--- config.mk ---
export PLATFORM = sky130hd
export DESIGN_NAME = nand_cmd_status
export DESIGN_NICKNAME = d
export VERILOG_FILES = /design/src/rtl/nand_cmd_pkg.sv /design/src/rtl/nand_strobe_edge.sv /design/src/rtl/nand_cycle_classify.sv /design/src/rtl/nand_busy_timer.sv /design/src/rtl/nand_seq_ctrl.sv /design/src/rtl/nand_cmd_status.sv
export SDC_FILE = /design/constraint.sdc
export NUM_CORES = 1
export LEC_CHECK = 0
export ABC_AREA = 1
export BUFFER_PORTS_ARGS = -buffer_cell sky130_fd_sc_hd__buf_2
export CAP_MARGIN = 20
export CORE_AREA = 2 2 67 69
export DETAILED_ROUTE_END_ITERATION = 10
export DIE_AREA = 0 0 69 71
export PLACE_DENSITY_LB_ADDON = 0.2
export SLEW_MARGIN = 20
export SYNTH_ARGS = -nofsm -noshare
export SYNTH_HDL_FRONTEND = slang
export SYNTH_SLANG_ARGS = --single-unit
--- constraint.sdc ---
create_clock -name clk -period 2.7 [get_ports clk]
set_input_delay 0.54 -clock clk [delete_from_list [all_inputs] [get_ports clk]]
set_output_delay 0.54 -clock clk [all_outputs]
set_load 0.1 [all_outputs]
--- src/rtl/nand_cmd_pkg.sv ---
package nand_cmd_pkg;

    localparam logic [7:0] OP_LOAD     = 8'h80;
    localparam logic [7:0] OP_LOAD_ALT = 8'h81;
    localparam logic [7:0] OP_GO       = 8'h10;
    localparam logic [7:0] OP_SPLIT    = 8'h11;
    localparam logic [7:0] OP_ERASE    = 8'h60;
    localparam logic [7:0] OP_ERASE_GO = 8'hD0;
    localparam logic [7:0] OP_STAT_A   = 8'h70;
    localparam logic [7:0] OP_STAT_B   = 8'h78;
    localparam logic [7:0] OP_RESET    = 8'hFF;

    typedef enum logic [1:0] {
        CY_NONE,
        CY_CMD,
        CY_ADDR,
        CY_DATA
    } cyc_kind_t;

    typedef struct packed {
        cyc_kind_t  kind;
        logic [7:0] val;
    } bus_cyc_t;

    typedef enum logic [3:0] {
        SQ_IDLE,
        SQ_P1_ADDR,
        SQ_P1_DATA,
        SQ_DUMMY,
        SQ_P2_CMD,
        SQ_P2_ADDR,
        SQ_P2_DATA,
        SQ_E_ADDR,
        SQ_E_CONF,
        SQ_PROG,
        SQ_ERASE
    } seq_state_t;

    typedef enum logic [1:0] {
        TM_NONE,
        TM_PROG,
        TM_ERASE,
        TM_DUMMY
    } tm_op_t;

    function automatic logic is_status_op(input logic [7:0] b);
        return (b == OP_STAT_A) || (b == OP_STAT_B);
    endfunction

    function automatic logic [7:0] status_byte(input logic rdy, input logic fl);
        return {1'b0, rdy, 5'b00000, fl};
    endfunction

endpackage

--- src/rtl/nand_strobe_edge.sv ---
module nand_strobe_edge #(
    parameter bit RISING = 1'b1
) (
    input  logic clk,
    input  logic rst,
    input  logic pin,
    output logic evt
);
    logic prev_q;

    always_ff @(posedge clk) begin
        if (rst) prev_q <= 1'b1;
        else     prev_q <= pin;
    end

    generate
        if (RISING) begin : g_rise
            assign evt = pin & ~prev_q;
        end else begin : g_fall
            assign evt = ~pin & prev_q;
        end
    endgenerate
endmodule

--- src/rtl/nand_cycle_classify.sv ---
module nand_cycle_classify
    import nand_cmd_pkg::*;
(
    input  logic       wr_evt,
    input  logic       cle,
    input  logic       ale,
    input  logic [7:0] io_in,
    output bus_cyc_t   cyc
);
    always_comb begin
        cyc.val  = io_in;
        cyc.kind = CY_NONE;
        if (wr_evt) begin
            unique case ({cle, ale})
                2'b10:   cyc.kind = CY_CMD;
                2'b01:   cyc.kind = CY_ADDR;
                2'b00:   cyc.kind = CY_DATA;
                default: cyc.kind = CY_NONE;
            endcase
        end
    end
endmodule

--- src/rtl/nand_busy_timer.sv ---
module nand_busy_timer #(
    parameter int W = 8
) (
    input  logic         clk,
    input  logic         rst,
    input  logic         load,
    input  logic [W-1:0] load_val,
    input  logic         clear,
    output logic         busy,
    output logic         done
);
    logic [W-1:0] cnt_q;

    always_ff @(posedge clk) begin
        if (rst || clear)     cnt_q <= '0;
        else if (load)        cnt_q <= load_val;
        else if (cnt_q != '0) cnt_q <= cnt_q - 1'b1;
    end

    assign busy = (cnt_q != '0);
    assign done = (cnt_q == W'(1));
endmodule

--- src/rtl/nand_seq_ctrl.sv ---
module nand_seq_ctrl
    import nand_cmd_pkg::*;
#(
    parameter int PLANE_BIT = 6
) (
    input  logic       clk,
    input  logic       rst,
    input  bus_cyc_t   cyc,
    input  logic       tmr_done,
    input  logic [1:0] fail_inj,
    output tm_op_t     tm_start,
    output logic       tm_clear,
    output logic       stat_mode,
    output logic       fail_flag
);
    seq_state_t st_q, st_d;
    logic [2:0] acnt_q, acnt_d;
    logic       pla_q, pla_d;
    logic       plb_q, plb_d;
    logic       dual_q, dual_d;
    logic       stat_q, stat_d;
    logic       fail_q, fail_d;
    logic       in_busy;
    logic       is_cmd;
    logic [7:0] b;

    assign b       = cyc.val;
    assign is_cmd  = (cyc.kind == CY_CMD);
    assign in_busy = (st_q == SQ_DUMMY) || (st_q == SQ_PROG) || (st_q == SQ_ERASE);

    always_comb begin
        st_d     = st_q;
        acnt_d   = acnt_q;
        pla_d    = pla_q;
        plb_d    = plb_q;
        dual_d   = dual_q;
        stat_d   = stat_q;
        fail_d   = fail_q;
        tm_start = TM_NONE;
        tm_clear = 1'b0;

        if (is_cmd && b == OP_RESET) begin
            st_d     = SQ_IDLE;
            acnt_d   = '0;
            tm_clear = 1'b1;
            fail_d   = 1'b0;
            stat_d   = 1'b0;
        end else if (in_busy) begin
            if (is_cmd && is_status_op(b)) stat_d = 1'b1;
            if (tmr_done) begin
                unique case (st_q)
                    SQ_DUMMY: st_d = SQ_P2_CMD;
                    SQ_PROG: begin
                        fail_d = dual_q ? (fail_inj[0] | fail_inj[1]) : fail_inj[pla_q];
                        st_d   = SQ_IDLE;
                    end
                    default: begin
                        fail_d = fail_inj[pla_q];
                        st_d   = SQ_IDLE;
                    end
                endcase
            end
        end else if (is_cmd) begin
            if (is_status_op(b)) begin
                stat_d = 1'b1;
                st_d   = SQ_IDLE;
            end else begin
                stat_d = 1'b0;
                unique case (st_q)
                    SQ_IDLE: begin
                        acnt_d = '0;
                        if (b == OP_LOAD) begin
                            st_d   = SQ_P1_ADDR;
                            dual_d = 1'b0;
                        end else if (b == OP_ERASE) begin
                            st_d = SQ_E_ADDR;
                        end
                    end
                    SQ_P1_DATA: begin
                        if (b == OP_GO) begin
                            st_d     = SQ_PROG;
                            tm_start = TM_PROG;
                        end else if (b == OP_SPLIT && !pla_q) begin
                            st_d     = SQ_DUMMY;
                            dual_d   = 1'b1;
                            tm_start = TM_DUMMY;
                        end else begin
                            st_d = SQ_IDLE;
                        end
                    end
                    SQ_P2_CMD: begin
                        if (b == OP_LOAD || b == OP_LOAD_ALT) begin
                            st_d   = SQ_P2_ADDR;
                            acnt_d = '0;
                        end else begin
                            st_d = SQ_IDLE;
                        end
                    end
                    SQ_P2_DATA: begin
                        if (b == OP_GO && plb_q) begin
                            st_d     = SQ_PROG;
                            tm_start = TM_PROG;
                        end else begin
                            st_d = SQ_IDLE;
                        end
                    end
                    SQ_E_CONF: begin
                        if (b == OP_ERASE_GO) begin
                            st_d     = SQ_ERASE;
                            tm_start = TM_ERASE;
                        end else begin
                            st_d = SQ_IDLE;
                        end
                    end
                    default: st_d = SQ_IDLE;
                endcase
            end
        end else if (cyc.kind == CY_ADDR) begin
            unique case (st_q)
                SQ_IDLE: ;
                SQ_P1_ADDR: begin
                    if (acnt_q == 3'd2) pla_d = b[PLANE_BIT];
                    acnt_d = acnt_q + 3'd1;
                    if (acnt_q == 3'd4) st_d = SQ_P1_DATA;
                end
                SQ_P2_ADDR: begin
                    if (acnt_q == 3'd2) plb_d = b[PLANE_BIT];
                    acnt_d = acnt_q + 3'd1;
                    if (acnt_q == 3'd4) st_d = SQ_P2_DATA;
                end
                SQ_E_ADDR: begin
                    if (acnt_q == 3'd0) pla_d = b[PLANE_BIT];
                    acnt_d = acnt_q + 3'd1;
                    if (acnt_q == 3'd2) st_d = SQ_E_CONF;
                end
                default: st_d = SQ_IDLE;
            endcase
        end else if (cyc.kind == CY_DATA) begin
            unique case (st_q)
                SQ_IDLE, SQ_P1_DATA, SQ_P2_DATA: ;
                default: st_d = SQ_IDLE;
            endcase
        end
    end

    always_ff @(posedge clk) begin
        if (rst) begin
            st_q   <= SQ_IDLE;
            acnt_q <= '0;
            pla_q  <= 1'b0;
            plb_q  <= 1'b0;
            dual_q <= 1'b0;
            stat_q <= 1'b0;
            fail_q <= 1'b0;
        end else begin
            st_q   <= st_d;
            acnt_q <= acnt_d;
            pla_q  <= pla_d;
            plb_q  <= plb_d;
            dual_q <= dual_d;
            stat_q <= stat_d;
            fail_q <= fail_d;
        end
    end

    assign stat_mode = stat_q;
    assign fail_flag = fail_q;
endmodule

--- src/rtl/nand_cmd_status.sv ---
module nand_cmd_status
    import nand_cmd_pkg::*;
#(
    parameter int PROG_CYCLES  = 20,
    parameter int ERASE_CYCLES = 60,
    parameter int DBSY_CYCLES  = 8,
    parameter int PLANE_BIT    = 6
) (
    input  logic       clk,
    input  logic       rst,
    input  logic       cle,
    input  logic       ale,
    input  logic       we_n,
    input  logic       re_n,
    input  logic [7:0] io_in,
    input  logic [1:0] fail_inj,
    output logic       rb_n,
    output logic [7:0] io_out
);
    localparam int MAXC = (PROG_CYCLES > ERASE_CYCLES)
                        ? ((PROG_CYCLES > DBSY_CYCLES) ? PROG_CYCLES : DBSY_CYCLES)
                        : ((ERASE_CYCLES > DBSY_CYCLES) ? ERASE_CYCLES : DBSY_CYCLES);
    localparam int TW = $clog2(MAXC + 1);

    logic     wr_evt, rd_evt;
    bus_cyc_t cyc;
    tm_op_t   tm_start;
    logic     tm_clear, tm_busy, tm_done;
    logic     stat_mode, fail_flag;
    logic [TW-1:0] tm_val;
    logic [7:0]    out_q;

    nand_strobe_edge #(.RISING(1'b1)) u_we (.clk(clk), .rst(rst), .pin(we_n), .evt(wr_evt));
    nand_strobe_edge #(.RISING(1'b0)) u_re (.clk(clk), .rst(rst), .pin(re_n), .evt(rd_evt));

    nand_cycle_classify u_cls (.wr_evt(wr_evt), .cle(cle), .ale(ale), .io_in(io_in), .cyc(cyc));

    nand_seq_ctrl #(.PLANE_BIT(PLANE_BIT)) u_seq (
        .clk(clk), .rst(rst), .cyc(cyc), .tmr_done(tm_done), .fail_inj(fail_inj),
        .tm_start(tm_start), .tm_clear(tm_clear), .stat_mode(stat_mode), .fail_flag(fail_flag)
    );

    always_comb begin
        unique case (tm_start)
            TM_PROG:  tm_val = TW'(PROG_CYCLES);
            TM_ERASE: tm_val = TW'(ERASE_CYCLES);
            TM_DUMMY: tm_val = TW'(DBSY_CYCLES);
            default:  tm_val = '0;
        endcase
    end

    nand_busy_timer #(.W(TW)) u_tmr (
        .clk(clk), .rst(rst), .load(tm_start != TM_NONE), .load_val(tm_val),
        .clear(tm_clear), .busy(tm_busy), .done(tm_done)
    );

    always_ff @(posedge clk) begin
        if (rst)         out_q <= 8'h00;
        else if (rd_evt) out_q <= stat_mode ? status_byte(!tm_busy, fail_flag) : 8'h00;
    end

    assign rb_n   = !tm_busy;
    assign io_out = out_q;
endmodule

==> results of run 1 <==
per-stage QoR:
stage / setup slack (ps) / util / cells
2_1_floorplan: 532 / - / 317
3_3_place_gp: 279 / 0.472 / 384
3_5_place_dp: 220 / 0.472 / 384
4_1_cts: 493 / 0.485 / 388
5_1_grt: 191 / 0.485 / 388
6_report: 486 / 0.485 / 388
layout by cell type (no fill, tap or decap), drive strengths merged:
| master | instances |
|---|---|
| o22ai | 1 |
| xor2 | 3 |
| or2 | 2 |
| o2111ai | 1 |
| ha | 9 |
| nor3 | 7 |
| nand4 | 5 |
| conb | 6 |
| nand2 | 81 |
| o21ai | 13 |
| dfxtp | 22 |
| clkinv | 1 |
| o21bai | 1 |
| clkbuf | 4 |
| a21oi | 23 |
| nand3 | 26 |
| nor2 | 58 |
| buf | 22 |
| inv | 51 |
sequential cells by signal, indices dropped and copies added (netlist names):
register	cells
u_re.prev_q	1
u_seq.st_q	4
u_seq.plb_q	1
u_seq.dual_q	1
u_seq.pla_q	1
u_tmr.cnt_q	6
u_seq.acnt_q	3
u_we.prev_q	1
io_out	2
u_seq.fail_flag	1
u_seq.stat_mode	1
area by class of cell:
| type | instances | area (um^2) |
|---|---|---|
| fill | 443 | 2160 |
| multi-input combinational | 236 | 1160 |
| sequential | 22 | 440 |
| inverter | 52 | 195 |
| timing repair buffer | 22 | 120 |
| tap | 52 | 65.1 |
| clock buffer | 4 | 55.1 |
report_power, final:
group / total, uW / leakage (uW) / switching (uW) / internal [uW]
logic: 411 / 0.000878 / 295 / 116
registers: 378 / 0.000179 / 19.4 / 358
clock network: 247 / 0.0000288 / 116 / 130
logic make-up after synthesis:
| group | Yosys count | synth area share |
|---|---|---|
| adders and majority gates | 9 | 0.0615 |
| other | 1 | 0.00205 |
| xor gates and xnor gates | 3 | 0.0144 |
| and+or+nand+nor | 179 | 0.433 |
| buffers and inverters | 59 | 0.134 |
| AOI/OAI and AO/OA | 39 | 0.115 |
| DFF | 22 | 0.241 |
synth_stat cells (2+ instances only):
| cell type | count |
|---|---|
| o21ai_0 | 10 |
| inv_2 | 5 |
| nor3_2 | 2 |
| dfxtp_1 | 22 |
| nor2_2 | 7 |
| ha_1 | 9 |
| nand2_1 | 76 |
| o21ai_1 | 2 |
| nor2_4 | 2 |
| a21oi_1 | 22 |
| buf_4 | 6 |
| nand2_2 | 5 |
| nor3_1 | 5 |
| nand3_1 | 26 |
| xor2_1 | 3 |
| inv_1 | 46 |
| nand4_1 | 4 |
| nor2_1 | 49 |
how the worst min path moves through the flow:
stage / start / slack (ps) / endpoint / cells after the start
floorplan: u_seq.fail_flag$_SDFFE_PP0P_ / 420 / u_seq.fail_flag$_SDFFE_PP0P_ / 2
CTS: re_n / 460 / u_re.prev_q$_SDFF_PP1_ / 3
detailed placement: u_seq.fail_flag$_SDFFE_PP0P_ / 440 / u_seq.fail_flag$_SDFFE_PP0P_ / 2
global route: u_seq.fail_flag$_SDFFE_PP0P_ / 480 / u_seq.fail_flag$_SDFFE_PP0P_ / 2
finish: u_seq.fail_flag$_SDFFE_PP0P_ / 450 / u_seq.fail_flag$_SDFFE_PP0P_ / 2
global placement: u_seq.fail_flag$_SDFFE_PP0P_ / 440 / u_seq.fail_flag$_SDFFE_PP0P_ / 2
layer usage:
| layer | share of wire | track usage | up-vias |
|---|---|---|---|
| met4 | 0.0026 | 0.0283 | 0 |
| met3 | 0.039 | 0.0370 | 2 |
| li1 | - | - | 1014 |
| met2 | 0.47 | 0.323 | 39 |
| met1 | 0.49 | 0.233 | 819 |
| met5 | 0 | 0 | - |
worst max-delay path, cell delays in order:
cell and delay [ps]:
buf_2 100, inv_1 70, nand3_1 120, clkinv_1 100
nand2_1 170, nor2_4 130, nand2_2 80, nor3_2 220
inv_2 50, a21oi_2 160, inv_2 40, ha_1 250
inv_1 140, a21oi_1 50, o21ai_0 70, a21oi_1 80
==> results.txt, run 1 <==
The portion of the clock cycle consumed by the worst path in the final layout came out at 0.820. The clock period minus worst slack came out at between 2000 and 2500 ps. The worst endpoint data arrival time is 2370 ps.

The most critical setup path has its startpoint at ale. The capturing point of the worst reg2reg path is u_tmr.cnt_q[5]$_SDFFE_PP0P_. The final-report max-slew violation count came to 0. The synthesis-to-finish area growth is 11.4%.

In the synthesized netlist, the number of instances is 312. The number of nets at the end of the flow is roughly 360. The via count of the first global-routing pass is ~1,700.

In this run the critical register-to-register path is launched from u_seq.st_q[3]$_SDFFE_PP0P_. The maximum clock path buffer count came out at 2. STA classifies the critical path startpoint as an input pin. In this run the horizontal extent of the chip is 69 um.

The first-pass iteration count of the detailed router came out at 4. The critical path is of the input pin to register type. The floorplan step defined a die boundary enclosing around 4900 um^2. The logic depth of the worst register-to-register path is 14. The initial detailed-routing violation count came out at 155.

The number of core rows came out at 24. For this configuration, the core starts out at a cell density of 0.435. The global route total overflow is 0. The proportion of layout cells with a drive suffix above 1 came out at 0.152. The maximum achievable frequency is 452 MHz. The mean number of vias per cell came out at 4.83.

The clock-pin transition on the worst setup and hold timing paths is ~90 ps. The ratio of total power to cell area is between 500 and 600 nW/um^2. The worst setup path is captured at a register. For this design, the sink count on the clock tree is 22.

The finished cells cover 2040 um^2. The maximum clock skew at final layout came out at ~9 ps. Max-cap violations in this run came to 0. The placer congestion estimate is 0.949. TritonCTS created 3 clock buffers. The count of nets left with antenna violations after detail routing is 0. The post-route setup TNS came out at 0 ps. The total number of H-tree levels came out at 1. The cell sitting at the root of the clock tree is a clkbuf_8. Of the post-synthesis cell area, the dominant cell type holds 0.241. The first-pass GRT wire length is 7390 um. Entering global routing, the biggest net connects 13 pins. The data required time of the critical path came out at 2860 ps. In the routed design, unresolved DRC markers number 0. Of all nets on the critical path, the largest fanout is 7. The TritonCTS clock tree is built. The number of hold buffers added after CTS was 0. The HPWL after detailed placement is 3530 um.

The total power consumption of the routed design is a little over 1000 uW. The routed length per placed instance came out at 11.1 um. In this run the worst hold path is classified as register to register. The Yosys step of the flow raised 0 warnings. The final antenna diode count is 0. After clock tree synthesis, the setup repair step added 0 buffers. The clock latency at the later pin of the worst-skew pair is ~270 ps. The number of buffers added on ports is 18.

The initial antenna violation count came out at 0. In the post-synthesis netlist, the biggest area contributors are dfxtp_1, nand2_1, nor2_1, inv_1, nand3_1. The synthesized cell area is 1830 um^2. The worst reg-to-reg setup slack is 500 ps. Setup repair after global routing left no endpoint under its margin. The detailed-route wire length is 4300 um. The number of instances resized during post-cts repair came out at 0. After synthesis the netlist holds a flip-flop and latch count of 22.

The final hold slack is 451 ps. The via count is about 1,900. The number of top-level pins came out at 25. The run finished with clean final reports. The analysis attributes to cell leakage a power of 0.00109 uW. Counting flops with an async set or reset pin after synthesis yields a share of 0. The number of enable flip-flop cells after synthesis came out at 0. The mean cell area of the mapped netlist came out at just under 6 um^2. The unique cell type count in the Yosys netlist came out at 29. In this run the worst setup path terminates at u_tmr.cnt_q[5]$_SDFFE_PP0P_. The biggest area consumer among synthesized cells is dfxtp_1. The final-report hold violation count came to 0. The die outline height is 71 um. The share of the yosys chip area belonging to registers came out at 0.241.

The final count of negative-setup-slack endpoints is 0. The instance area at placement is approximately 2000 um^2. The standard cell core area is roughly 4200 um^2.

The most used flip-flop cell after synthesis is dfxtp_1. The worst vdd rail ir drop is between 0.2 and 0.3 mV. The global-route usage over all layers came out at 0.182.
Power figures use the tool's default switching activity.
==> inputs of run 2 (changes only) <==
Settings changed: ABC_AREA 1 to 0, CORE_AREA 2 2 67 69 to 2 2 66 68, DIE_AREA 0 0 69 71 to 0 0 68 70.
Clock period 2.7 ns to 2.2 ns, I/O delays scaled along.
==> run 2 against run 1 <==
Synthesized cell count decreased by 32%. Sequential power increased by 35%. First-iteration DRC count decreased by 52%. Cell count decreased by 20%. Clock skew decreased by 4.0 ps. Routed wire length increased by 3.5%. Die area decreased by 2.8%. Area after synthesis decreased by 4.6%. Clock power increased by 21%. Highest routed layer unchanged.
==> results.txt, run 2 <==
Adding up every negative setup slack in the final design gives 0 ps. The synthesized flop and latch total came out at 22. No sink is reached through more buffers than the 2 on the longest clock path. The global-route usage over all layers came out at 0.203. The clock-pin transition on the worst setup and hold timing paths is around 90 ps. Buffers inserted to repair hold after CTS numbered 0. Across the run, the number of max-cap violations was 0. The initial antenna violation count is 0. The net switching power came out at 605 uW.

Of the available clock period, the critical path in the final layout requires 0.941. The total power consumption of the routed design came out at 1500 uW. The fraction of power spent switching nets is 0.402. The final cell utilization of the core came out at 0.517. The share of the Yosys chip area taken by registers is 0.252. The via count of the first global-routing pass is 1,592.

Setup violations remaining at the end of the flow were counted as 0. The worst setup path endpoint is u_tmr.cnt_q[3]$_SDFFE_PP0P_. The critical path is of the input pin to register type. The ratio of total power to cell area came out at 702 nW/um^2. Yosys printed 0 warnings. The mean cell area of the mapped netlist is 8.24 um^2. Setup slack closes at 130 ps. The worst register-to-register path begins at u_we.prev_q$_SDFF_PP1_. The HPWL after detailed placement is 3530 um.

The via count is ~1,700. The number of flip-flops under the largest register name came out at 6. The number of core rows came out at 24. The number of top-level pins is 25.

The synthesis-to-finish area growth came out at 22.6%. The number of enable flip-flop cells after synthesis came out at 0. In this run the static leakage power is 0.000863 uW.

The mapped netlist covers 1750 um^2. In the synthesized netlist the dominant register cell turns out to be dfxtp_1. Of the total power, combinational logic draws 0.461.

In this run the tool buffered the top-level ports with 18 buffer cells. The root buffer cell chosen for the clock tree is clkbuf_8. The final antenna diode count is 0.

The most critical setup path has its startpoint at io_in[1]. The die outline height is 70 um. Of all cell types, the one taking the most synthesized area is dfxtp_1. The unique cell type count in the Yosys netlist is 64.

The first-pass iteration count of the detailed router came out at 4. Leaving out fill and tap cells, the most frequent cells in the layout are buf_4, dfxtp_1, nand3_1, buf_2, a21oi_1. The final hold slack came out at 379 ps. The logic depth of the worst register-to-register path is 8.

The worst-case IR drop observed on VDD is between 0.7 and 0.8 mV. In the final layout, the share of cells above drive strength 1 is 0.301. The async set-or-reset flop fraction in the synthesized netlist is 0. The total number of H-tree levels is 1. The maximum number of pins on one net before global-route repair is 13. The worst reg-to-reg setup slack came out at between 200 and 250 ps. The most frequent cell after synthesis is dfxtp_1.

The commonest cells after synthesis are dfxtp_1, nand3_1, a21oi_1. TritonCTS built the clock tree. The net count of the finished layout is roughly 290. The clock latency at the later pin of the worst-skew pair is about 270 ps. The die covers 4760 um^2. The post-CTS setup buffer count is 0. STA puts the critical path data arrival time at 2280 ps. The data required time of the critical path is 2410 ps. The worst hold path begins at re_n. The count of nets left with antenna violations once routing finished came out at 0.

The worst setup slack before clock tree synthesis is -124 ps. In this run the worst path has a maximum fanout of 5. The routed length per placed instance came out at ~14 um. Sorting the synthesized cells by area gives the leading types as dfxtp_1, ha_1, nand3_1, a21oi_1, nor2_1. Ranked by flip-flop count, first place goes to u_tmr.cnt_q.

The endpoint identified for the worst register-to-register timing path is u_tmr.cnt_q[3]$_SDFFE_PP0P_. The share of total power dissipated in sequential elements is 0.339. The floorplan die width came out at 68 um. The total number of clock tree sinks came out at 22.

The clock period minus worst slack came out at 2070 ps. The library cell used most frequently in the layout, excluding fill and tap cells, is buf_4. Across the routed clock network, the largest skew measured is 5.00 ps. The worst setup path is launched from an input pin. The internal power of the cells totals about 900 uW. The run finished with clean final reports. The number of standard cells after synthesis is 212. The placer congestion estimate came out at approximately 0.97. The clock group share of total power came out at 0.199.

The detailed-route wire length is 4450 um. The final-report hold violation count is 0. After the first detailed-routing iteration, the DRC count stood at 75. The tightest min-delay check is of the input pin to register type. The maximum achievable frequency is around 480 MHz. The number of buffers added by the clock tree synthesis step came out at 3. The initial utilization of the core area, before any placement, comes to 0.421. The mean number of vias per cell came out at 5.49.

STA classifies the critical path endpoint as a register. The final-report max-slew violation count came out at 0. The standard cell core area is 4140 um^2. The portion of synthesized cell area occupied by the leading cell type is 0.252.

In the final layout, the registers with the most flip-flops are u_tmr.cnt_q: 6 flops, u_seq.st_q: 4 flops, u_seq.acnt_q: 3 flops. The first global-routing pass estimated between 7000 and 8000 um of wire. The final routed DRC violation total is 0. The global route total overflow is 0.
[run 2: worst max-delay path, cell delays in order]
cell,delay [ps]
buf_2,100
or3_1,440
nor4b_4,300
a22oi_1,140
or2_1,250
ha_2,200
buf_4,150
o21ai_0,80
o311a_1,180
[run 2: logic make-up after synthesis]
family | count (synthesis) | share of synthesized area
AO/OA/AOI/OAI | 50 | 0.208
XOR/XNOR | 6 | 0.0301
adder cells (fa/ha/maj) | 9 | 0.0645
buffers and inverters | 25 | 0.0917
flip-flops | 22 | 0.252
multiplexers | 4 | 0.0229
other | 1 | 0.00215
AND/OR/NAND/NOR | 95 | 0.328
[run 2: power groups by stage]
stage	Clock, uW	Sequential [uW]	Combinational (uW)
global route	318	519	763
floorplan	0	499	498
detailed placement	0	511	688
finish	299	510	694
CTS	301	503	691
global placement	0	512	688
[run 2: stage by stage]
stage                     std cells  cell area [um^2]
after global routing            311              2140
final                           311              2140
after global placement          307              2070
after floorplan                 217              1770
after detailed placement        307              2070
after CTS                       311              2130
[run 2: per-layer routing]
layer,up-vias,routed length [um],GRT usage
li1,864,-,-
met1,785,2200,0.296
met2,47,1930,0.307
met3,12,242,0.0258
met4,0,84,0.0600
met5,-,0,0
[run 2: worst min-delay path by stage]
stage                                   endpoint  depth (start not counted)  slack (ps)
after floorplan           io_out[0]$_SDFFE_PP0P_                          2         450
after global placement    io_out[0]$_SDFFE_PP0P_                          2         440
after detailed placement  io_out[0]$_SDFFE_PP0P_                          2         440
after CTS                 u_re.prev_q$_SDFF_PP1_                          2         380
after global routing      u_re.prev_q$_SDFF_PP1_                          2         380
final                     u_re.prev_q$_SDFF_PP1_                          2         380
[run 2: area by class of cell]
cell class	instances	area [um^2]
Fill cell	434	2000
Inverter	12	45.0
Sequential cell	22	440
Multi-Input combinational cell	170	1180
Tap cell	52	65.1
Clock buffer	4	55.1
Timing Repair Buffer	51	353
[run 2: timing repair]
action,in CTS,in global routing
hold endpoints to repair,0,0
gates resized for setup,0,3
setup endpoints to repair,0,7
==> inputs of run 3 (changes only) <==
Settings changed: SETUP_SLACK_MARGIN set to 0.4.
==> run 3 against run 2 <==
Non-clock buffer count up 12. Sequential cell count is the same. Combinational power up 32%. Routed wire length increased by 11%. Clock power fell by 15%. Register-to-register slack improved by 40 ps. Utilization increased by 7.6 points. Sequential power up 4%. Critical path depth is 2 lower. Setup slack better by 110 ps. Die area stayed put. Sequential share of layout area is 2.1 points lower. Largest cell class unchanged. Highest routed layer unchanged.
==> results.txt, run 3 (synthesis gave the netlist of run 2 again) <==
The clock root buffer is clkbuf_8. The maximum number of pins on one net before global-route repair is 13. The critical path launch point type is an input pin. The kind of cell with the highest combined delay along the critical path is simple AND/OR/NAND/NOR gates. The detailed-route wire length came out at 4920 um. The number of top-level pins is 25. Setup repair after global routing could not meet its margin everywhere. The clock period minus worst slack is 1960 ps.

The via count of the first global-routing pass was 1,620. The run finished with clean final reports. Walking the worst path, the cells encountered are buf_6, or3_4, nor4b_4, a22oi_2, or2_4, ha_4, o311a_1. The number of placed instances with taps included came out at around 300. Counting flops per register, the top entry is u_tmr.cnt_q. The worst endpoint data arrival time is around 2100 ps. The total number of clock tree sinks is 22. The proportion of layout cells with a drive suffix above 1 came out at 0.452. The number of flip-flops under the largest register name is 6. The full die area is 4760 um^2. For this run, the slowest stage of the critical path takes slightly below 400 ps. Across every metal layer, demand over resource in global routing totals 0.212. The clock latency at the later pin of the worst-skew pair came out at 270 ps. The number of nets at the end of the flow came out at 297. The count of nets left with antenna violations after detail routing came out at 0.

In this run the worst hold path is classified as input pin to register. The non-filler instance count after layout came out at 322. The standard cell core area is approximately 4100 um^2. The clock-pin transition on the worst setup and hold timing paths is ~80 ps. The final-report hold violation count is 0. The maximum achievable frequency is 511 MHz. The total power consumption of the routed design came out at 1700 uW.

In this run the number of H-tree levels came out at 1. The critical path is of the input pin to register type. The final routed DRC violation total is 0.

The largest registers in the layout are u_tmr.cnt_q: 6 flops, u_seq.st_q: 4 flops, u_seq.acnt_q: 3 flops. Measured against its own limit, the worst slew margin works out to 0.628. The starting density of the core came out at 0.421. After global routing the overflow that remains totals 0. The ratio of total power to cell area came out at 691 nW/um^2. The leakage dissipation is 0.000942 uW.

The final-report max-slew violation count is 0. The area growth from synthesis to layout is 40.7%. Counting the buffers created by CTS gives 3. The worst setup path is captured at a register.

The number of core rows came out at 24. The maximum clock skew at final layout is 9.73 ps. The congestion estimate from routability-driven global placement came to between 0.9 and 1. The routed length per placed instance came out at 15.3 um. Across the VDD grid, the largest voltage drop is 0.718 mV. The initial detailed-routing violation count came out at 81.

The maximum clock path buffer count came out at 2. The routed layout has roughly 1,800 vias. Max-cap violations in this run came to 0. The data required time of the critical path came out at 2360 ps.

The highest net fanout along the worst path came out at 8. The initial antenna violation count is 0. The first-pass GRT wire length came out at 7760 um. The die outline height is ~70 um.

The portion of the clock cycle consumed by the worst path in the final layout is 0.889. Detailed placement finished with a half-perimeter wire length of 3490 um. For this design, the slowest cell found on the critical path is or3_4. The library cells used most frequently in the layout, excluding fill and tap cells, are buf_4, nand3_1, dfxtp_1. Setup violations remaining at the end of the flow were counted as 0. The mean number of vias per cell came out at approximately 5.5. The library cell used most frequently in the layout, excluding fill and tap cells, is buf_4. The final-layout fill cell count is 380. The final antenna diode count is 0.

Together, buffers and inverters on the worst path number 1. From left edge to right edge, the die measures about 68 um. Input and output buffers added on the ports amount to 18.

TritonCTS built the clock tree. The first-pass iteration count of the detailed router is 4. The transition time at the pin with the least slew margin came out at 556 ps.
==> run 3: through the flow <==
stage	setup TNS, ps	cell area (um^2)	utilization	hold WS, ps	setup WS (ps)
after detailed placement	-374	2080	0.502	447	-114
final	0	2460	0.593	388	245
after CTS	0	2230	0.539	389	243
after global placement	-225	2080	0.502	437	-90.8
after global routing	0	2460	0.593	404	195
after floorplan	0	1800	-	447	138
==> run 3: report_power, final <==
group          internal (uW)  switching, uW
sequential               461           69.0
combinational            431            483
clock                    123            131
total                   1010            683
==> run 3: worst reg2reg max path, stage by stage (launching register included) <==
cell and delay (ps):
dfxtp_4 370, or3b_4 420, o21ai_1 100, nand4_1 170, or2_4 310, ha_4 190
o311a_1 280
==> run 3: layout make-up <==
class | instances | area (um^2) | share of cell area
well taps | 52 | 65.1 | 0.0265
flip-flops and latches | 22 | 453 | 0.184
clock buffers | 3 | 41.3 | 0.0168
multi-input cells | 170 | 1370 | 0.556
inverters | 12 | 48.8 | 0.0199
repair buffers | 63 | 483 | 0.197
==> run 3: routing by layer <==
metal  track usage  vias to the layer above  part of all wire
met1         0.305                      807              0.47
met2         0.331                       54              0.47
met5             0                        -                 0
li1              -                      890                 -
met4        0.0600                        0             0.016
met3        0.0242                        7             0.047
==> run 3: final timing paths <==
path,slack (ps),startpoint,cells past startpoint,to
min reg2reg,450,io_out[6]$_SDFFE_PP0P_,2,io_out[6]$_SDFFE_PP0P_
min,390,re_n,2,u_re.prev_q$_SDFF_PP1_
max reg2reg,260,u_seq.st_q[2]$_SDFFE_PP0P_,6,u_tmr.cnt_q[3]$_SDFFE_PP0P_
max,240,io_in[2],7,u_tmr.cnt_q[3]$_SDFFE_PP0P_
==> run 3: what timing repair did <==
item,4_1_cts,5_1_grt
setup endpoints to repair,11,13
gates resized for setup,15,36
buffers inserted,8,9
hold buffers,0,0
pin swaps,10,21
